### src/rtl/bdec_pkg.sv
package bdec_pkg;
    localparam int AHI_W  = 8;
    localparam int BANK_W = 5;
    localparam int N_EXP  = 8;
    localparam int DATA_W = 8;

    localparam logic [AHI_W-1:0] SLOT_UART = 8'h80;
    localparam logic [AHI_W-1:0] SLOT_IDE  = 8'h81;
    localparam logic [AHI_W-1:0] SLOT_BANK = 8'h82;
    localparam logic [AHI_W-1:0] SLOT_EXP0 = 8'h88;
    localparam logic [AHI_W-1:0] BOOT_BASE = 8'hF0;

    typedef struct packed {
        logic             ram;
        logic             rom;
        logic             uart;
        logic             ide;
        logic [N_EXP-1:0] exp;
        logic             bank;
        logic             boot;
    } sel_t;
endpackage

### src/rtl/bdec_map.sv
module bdec_map
    import bdec_pkg::*;
(
    input  logic [AHI_W-1:0] addr_hi,
    output sel_t             sel
);
    logic             io_page;
    logic [N_EXP-1:0] exp_hit;

    assign io_page = (addr_hi[AHI_W-1 -: 2] == 2'b10);

    for (genvar k = 0; k < N_EXP; k++) begin : g_exp
        assign exp_hit[k] = io_page && (addr_hi == SLOT_EXP0 + AHI_W'(k));
    end

    always_comb begin
        sel      = '0;
        sel.ram  = (addr_hi[AHI_W-1] == 1'b0);
        sel.rom  = (addr_hi[AHI_W-1 -: 2] == 2'b11);
        sel.uart = io_page && (addr_hi == SLOT_UART);
        sel.ide  = io_page && (addr_hi == SLOT_IDE);
        sel.bank = io_page && (addr_hi == SLOT_BANK);
        sel.exp  = exp_hit;
        sel.boot = sel.rom && (addr_hi >= BOOT_BASE);
    end
endmodule

### src/rtl/bdec_strobe.sv
module bdec_strobe (
    input  logic rw,
    input  logic clk_e,
    input  logic clk_q,
    input  logic rom_hit,
    input  logic boot_hit,
    input  logic wp_rom,
    input  logic wp_boot,
    output logic rd_n,
    output logic wr_n
);
    logic blocked;

    always_comb begin
        blocked = rom_hit && (wp_rom || (wp_boot && boot_hit));
        rd_n    = !(rw && (clk_e || clk_q));
        wr_n    = !(!rw && clk_e && !blocked);
    end
endmodule

### src/rtl/bdec_bank.sv
module bdec_bank
    import bdec_pkg::*;
(
    input  logic              clk,
    input  logic              rst_n,
    input  logic              clk_e,
    input  logic              rw,
    input  logic              bank_hit,
    input  logic [BANK_W-1:0] din,
    output logic [BANK_W-1:0] bank
);
    typedef struct packed {
        logic              e;
        logic [BANK_W-1:0] bank;
    } st_t;

    st_t st_d, st_q;
    logic load;

    always_comb begin
        st_d   = st_q;
        st_d.e = clk_e;
        load   = st_q.e && !clk_e && !rw && bank_hit;
        if (load) st_d.bank = din;
    end

    always_ff @(posedge clk or negedge rst_n) begin
        if (!rst_n) st_q <= '0;
        else        st_q <= st_d;
    end

    assign bank = st_q.bank;


    bank_hold_chk: assert property (@(posedge clk) disable iff (!rst_n)
        !(st_q.e && !clk_e && !rw && bank_hit) |=> $stable(bank));


    bank_take_chk: assert property (@(posedge clk) disable iff (!rst_n)
        (st_q.e && !clk_e && !rw && bank_hit) |=> (bank == $past(din)));
endmodule

### src/rtl/bank_decoder.sv
module bank_decoder
    import bdec_pkg::*;
(
    input  logic              clk,
    input  logic              rst_n,
    input  logic [AHI_W-1:0]  addr_hi,
    input  logic              rw,
    input  logic              clk_e,
    input  logic              clk_q,
    input  logic              wp_rom,
    input  logic              wp_boot,
    input  logic [BANK_W-1:0] data_in,
    output logic [DATA_W-1:0] data_out,
    output logic              data_oe,
    output logic              cs_ram_n,
    output logic              cs_rom_n,
    output logic              cs_uart_n,
    output logic              cs_ide_n,
    output logic [N_EXP-1:0]  cs_exp_n,
    output logic              rd_n,
    output logic              wr_n,
    output logic [BANK_W-1:0] sram_hi
);
    sel_t              sel;
    logic [BANK_W-1:0] bank;

    bdec_map u_map (
        .addr_hi (addr_hi),
        .sel     (sel)
    );

    bdec_strobe u_strobe (
        .rw       (rw),
        .clk_e    (clk_e),
        .clk_q    (clk_q),
        .rom_hit  (sel.rom),
        .boot_hit (sel.boot),
        .wp_rom   (wp_rom),
        .wp_boot  (wp_boot),
        .rd_n     (rd_n),
        .wr_n     (wr_n)
    );

    bdec_bank u_bank (
        .clk      (clk),
        .rst_n    (rst_n),
        .clk_e    (clk_e),
        .rw       (rw),
        .bank_hit (sel.bank),
        .din      (data_in),
        .bank     (bank)
    );

    always_comb begin
        cs_ram_n  = !sel.ram;
        cs_rom_n  = !sel.rom;
        cs_uart_n = !sel.uart;
        cs_ide_n  = !sel.ide;
        cs_exp_n  = ~sel.exp;
        data_oe   = sel.bank && !rd_n;
        data_out  = {{(DATA_W-BANK_W){1'b0}}, bank};
        sram_hi   = (addr_hi[AHI_W-1 -: 2] == 2'b00) ? '0 : bank;
    end


    one_sel_chk: assert property (@(posedge clk) disable iff (!rst_n)
        $onehot0({~cs_ram_n, ~cs_rom_n, ~cs_uart_n, ~cs_ide_n, ~cs_exp_n}));


    strobe_excl_chk: assert property (@(posedge clk) disable iff (!rst_n)
        !(!rd_n && !wr_n));


    wr_needs_e_chk: assert property (@(posedge clk) disable iff (!rst_n)
        !wr_n |-> (clk_e && !rw));


    rom_protect_chk: assert property (@(posedge clk) disable iff (!rst_n)
        (!cs_rom_n && wp_rom) |-> wr_n);


    oe_read_chk: assert property (@(posedge clk) disable iff (!rst_n)
        data_oe |-> (rw && cs_ram_n && cs_rom_n));
endmodule

### config.mk
export PLATFORM = sky130hd
export DESIGN_NAME = bank_decoder
export DESIGN_NICKNAME = d
export VERILOG_FILES = /design/src/rtl/bdec_pkg.sv /design/src/rtl/bdec_map.sv /design/src/rtl/bdec_strobe.sv /design/src/rtl/bdec_bank.sv /design/src/rtl/bank_decoder.sv
export SDC_FILE = /design/constraint.sdc
export NUM_CORES = 1
export LEC_CHECK = 0
export ABC_AREA = 1
export CORE_MARGIN = 2
export CORE_UTILIZATION = 37
export CTS_BUF_LIST = sky130_fd_sc_hd__clkbuf_4 sky130_fd_sc_hd__clkbuf_8 sky130_fd_sc_hd__clkbuf_16
export CTS_CLUSTER_DIAMETER = 120
export DETAILED_ROUTE_END_ITERATION = 10
export DONT_BUFFER_PORTS = 1
export MAX_ROUTING_LAYER = met4
export PLACE_DENSITY = 0.55
export SLEW_MARGIN = 25
export SYNTH_ARGS = -nofsm -noshare
export SYNTH_HDL_FRONTEND = slang
export SYNTH_HIERARCHICAL = 1
export SYNTH_SLANG_ARGS = --single-unit
### constraint.sdc
create_clock -name clk -period 1.2 [get_ports clk]
set_clock_uncertainty 0.15 [all_clocks]
set_input_delay 0.12 -clock clk [delete_from_list [all_inputs] [get_ports clk]]
set_output_delay 0.12 -clock clk [all_outputs]
set_load 0.02 [all_outputs]
### Word-level counts from Yosys, hierarchy flattened

Index checks and enable logic that the tools add are counted.
Widths: inputs -> output; s select.

* register bits: 6
* input port bits: 20
* output and inout port bits: 28
* logic and storage cells: 50

* $lt $le $gt $ge: 1
* equal/unequal tests: 13
* mux-type cells: 1
* bitwise logic cells: 1
* reduce and logical (&&, ||, !) cells: 32

Operator list (number)
* $eq 8x8->1 const B: 11
* $logic_and 1x1->1: 21
* $ge 8x8->1 const B: 1
* $logic_not 1->1: 8
* $not 8->8: 1
* $mux 5: 1
* $eq 2x2->1 const B: 2
* $logic_not 2->1: 1
* $logic_or 1x1->1: 2

### Longest topological paths before layout

Gate-level depths: netlist (run 1).

* depth after elaboration: 8
* gate-level depth with buffers: 10
* gate-level depth less buffers: 9

### Modules after synthesis

The synthesis (run 1) kept the hierarchy.

Modules (own cells, without submodules)
* bdec_bank: instances 1, cells an instance 30, area each 280.3 um^2
* bdec_map: instances 1, cells an instance 43, area each 173.9 um^2
* bank_decoder: instances 1, cells an instance 29, area each 122.6 um^2
* bdec_strobe: instances 1, cells an instance 8, area each 33.8 um^2

### Least setup slack after synthesis (run 1)

No wires, ideal clock.

* kind: input -> output
* start: input port addr_hi[4]
* end: output port data_oe
* data arrival time: 0.873 ns
* required time: 0.930 ns
* slack: 0.057 ns
* cell stages on the path: 6
* path buffers: 1
* cell sequence: nor2_1 -> nand2_2 -> buf_6 -> nor2_1 -> inv_1 -> nor2_1

RTL lines
* from (decl): line bank_decoder.sv:6 `input logic [AHI_W-1:0] addr_hi,`
* to (decl): line bank_decoder.sv:14 `output logic data_oe,`

### Worst setup path in the final report (run 1)

* start: input port clk_e
* end: register u_bank.st_q, in the netlist u_bank/bank[0]

* longest elaborated chain between the ends: 4

RTL lines
* from (decl): line bank_decoder.sv:8 `input logic clk_e,`
* $logic_not 1->1: line bdec_bank.sv:23 `load = st_q.e && !clk_e && !rw && bank_hit;`
* $logic_and 1x1->1 (3 in a row): line bdec_bank.sv:23
* to (signal assigned): line bdec_bank.sv:29 `else st_q <= st_d;`
* to (decl): line bdec_bank.sv:17 `st_t st_d, st_q;`

Every way passes these cells.
A chain may end at the register's enable or synchronous reset.

==> metrics.txt, run 1 <==
Max Cap Viol 0; Reg clk slew, reported paths 40 ps; Die Height 44.6 um; Final Instance Area 820 um2; clock latency on the worst-skew pair 240 ps; dpl cells 134; post-cts gate resize count 0; Final Max Tran Viols 0; Switching Share 27.7%; critical path type input pin to flip-flop; worst slack at placement 69.4 ps; final std cells w/o fill 150; FMAX 0.860 GHz; first-pass GRT wire length 2040 um; Post-DP HPWL 1090 um; die width 44.6 um; final setup fails 0; Critical Path End Type flip-flop; status finished clean; average wire per standard cell 9.37 um; total power draw 514 uW; antenna violations before repair 0; # IOs 48; net switching power figure 142 uW; Worst VDD drop 408 uV; CTS tree built; Min-Delay Path Class input pin to asynchronous set/reset pin; Avg Cell Area, Syn 5.55 um2; Clock Path Buffers 2; Core Box Area 1520 um2; Die Area 1990 um2; IO buf count 0; sequential power share 40.8%; FILL cells 170; Seq cells post-synth 6; routability cong. 0.690; largest net degree at the start of global routing 11; RSZ-0062 raised after global routing true; R2R setup slack 250 ps; Comb pwr share 24.5%; critical path data required time 1170 ps; register area 150 um2; final worst path period need 1160 ps; final hold viol count 0; synth warn 6; Initial Utilization 40.1%; Remaining DRCs 0; leak pwr 0.000443 uW; dpl cell area 679 um2; fraction of layout cells with a size suffix above 1 23.1%; Final period util 96.9%; Worst Setup Start Kind input pin; synthesized area 611 um2; data arrival time of the critical path 1130 ps; Slowest-stage cell, CP dlygate4sd3_1; Iter 0 DRT Violations 10; antenna viol nets, final 0; CP max FO 6; Rows 14; via/cell ratio 4.33; pwr dens 627 nW/um2; gr usage total 14.4%; aggregate global routing overflow 0; CP dominant cell by count nand2_1; via count of the first global-routing pass 523; Yosys cell types 14; Synth Instances 110; CTS H-tree lvls 1; clock share of power 34.8%; delay of the slowest critical-path stage 590 ps; Routed WL 1410 um; first drt pass iteration count 4; multi-input logic area 292 um2; clock sinks 6; sequential area share after synthesis 24.6%; DR vias 650; Root Driver clkbuf_4; PnR worst setup slack 36.8 ps; worst-path cell chain dlygate4sd3_1 > nor2_4 > nand2_4 > nand2_1 > nand2_1; TritonCTS buffer count 3; Final #Nets 156; Int Power 371 uW; P&R area growth vs syn 34.2%; number of diodes 0
==> final timing paths <==
| path | startpoint | endpoint | cells past startpoint |
|---|---|---|---|
| min in group clk | addr_hi[5] | u_bank/bank[1]$_DFFE_PN0P_ | 7 |
| max | clk_e | u_bank/bank[0]$_DFFE_PN0P_ | 5 |
| max in group asynchronous | rst_n | u_bank/bank[2]$_DFFE_PN0P_ | 1 |
| max reg2reg | u_bank/st_q[5]$_DFF_PN0_ | u_bank/bank[0]$_DFFE_PN0P_ | 5 |
| min | rst_n | u_bank/bank[0]$_DFFE_PN0P_ | 1 |
| min reg2reg | u_bank/bank[2]$_DFFE_PN0P_ | u_bank/bank[2]$_DFFE_PN0P_ | 3 |
==> power by group through the flow <==
stage / Clock [uW] / Combinational [uW] / Sequential [uW]
3_5_place_dp: 0 / 96.1 / 213
5_1_grt: 203 / 138 / 210
4_1_cts: 186 / 123 / 210
2_1_floorplan: 0 / 84.9 / 211
6_report: 179 / 126 / 209
3_3_place_gp: 0 / 94.3 / 213
==> placed cells by master (no fill, tap or decap), drive strengths merged <==
master and n:
dfrtp 6, nor2 28, clkbuf 3, nand2 32, conb 3, dlygate4sd3 8
inv 28, o21ai 1, nand3 5, buf 20
==> worst max-delay path: cells and delay by family <==
family | cells | cell delay (ps)
buffers and inverters | 1 | 590
AND/OR/NAND/NOR | 4 | 420
==> synth_stat cells, drive strengths merged <==
| library cell | number | share of area (%) |
|---|---|---|
| buf | 9 | 12 |
| conb | 1 | 0.61 |
| dfrtp | 6 | 25 |
| inv | 28 | 17 |
| nand2 | 32 | 21 |
| nand3 | 5 | 4.1 |
| nor2 | 28 | 20 |
| o21ai | 1 | 0.82 |
==> final cells by class <==
cell class                      instances  area share [%]
Tap cell                               16            2.44
Clock buffer                            3            2.75
Multi-Input combinational cell         69            35.6
Sequential cell                         6            18.3
Inverter                               28            12.8
Timing Repair Buffer                   28            28.1
==> per-layer routing <==
layer  GRT usage [%]  wire (um)  part of all wire (%)
met3            1.22         82                   5.8
met2            25.5        727                    52
met1            15.0        585                    42
met4            9.09          9                  0.64
met5               -          0                     0
==> logic make-up (layout without fill, tap and decap cells) <==
family / after synthesis / count (layout) / share of synthesized area, %
and+or+nand+nor: 65 / 65 / 45.1
buffers and inverters: 37 / 59 / 28.9
AOI/OAI and AO/OA: 1 / 1 / 0.819
other: 1 / 3 / 0.614
DFF: 6 / 6 / 24.6
==> registers in the layout (all words and copies together), names as in the netlist <==
name         count
u_bank/st_q      1
u_bank/bank      5
==> metrics by stage <==
step | setup TNS (ps) | utilization, % | hold WS [ps]
floorplan | 0 | - | -326
global placement | 0 | 44.6 | -325
detailed placement | 0 | 44.6 | -325
CTS | 0 | 51.3 | 40.3
global route | -64.3 | 53.8 | 52.2
finish | 0 | 53.8 | 38.4
==> what timing repair did <==
action                     4_1_cts  5_1_grt
setup endpoints to repair        0        5
hold endpoints to repair        12        0
setup buffers                    0        5
hold buffers                     8        0
Power figures use the tool's default switching activity.
==> inputs of run 2 (changes only) <==
--- a/config.mk
+++ b/config.mk
@@ -6,14 +6,17 @@
 export NUM_CORES = 1
 export LEC_CHECK = 0
 export ABC_AREA = 1
+export CAP_MARGIN = 40
 export CORE_MARGIN = 2
 export CORE_UTILIZATION = 37
 export CTS_BUF_LIST = sky130_fd_sc_hd__clkbuf_4 sky130_fd_sc_hd__clkbuf_8 sky130_fd_sc_hd__clkbuf_16
 export CTS_CLUSTER_DIAMETER = 120
 export DETAILED_ROUTE_END_ITERATION = 10
 export DONT_BUFFER_PORTS = 1
+export GPL_ROUTABILITY_DRIVEN = 0
 export MAX_ROUTING_LAYER = met4
 export PLACE_DENSITY = 0.55
+export SKIP_LAST_GASP = 1
 export SLEW_MARGIN = 25
 export SYNTH_ARGS = -nofsm -noshare
 export SYNTH_HDL_FRONTEND = slang
==> results of run 2 <==
The final DEF is identical to that of run 1; final timing and power are the same.
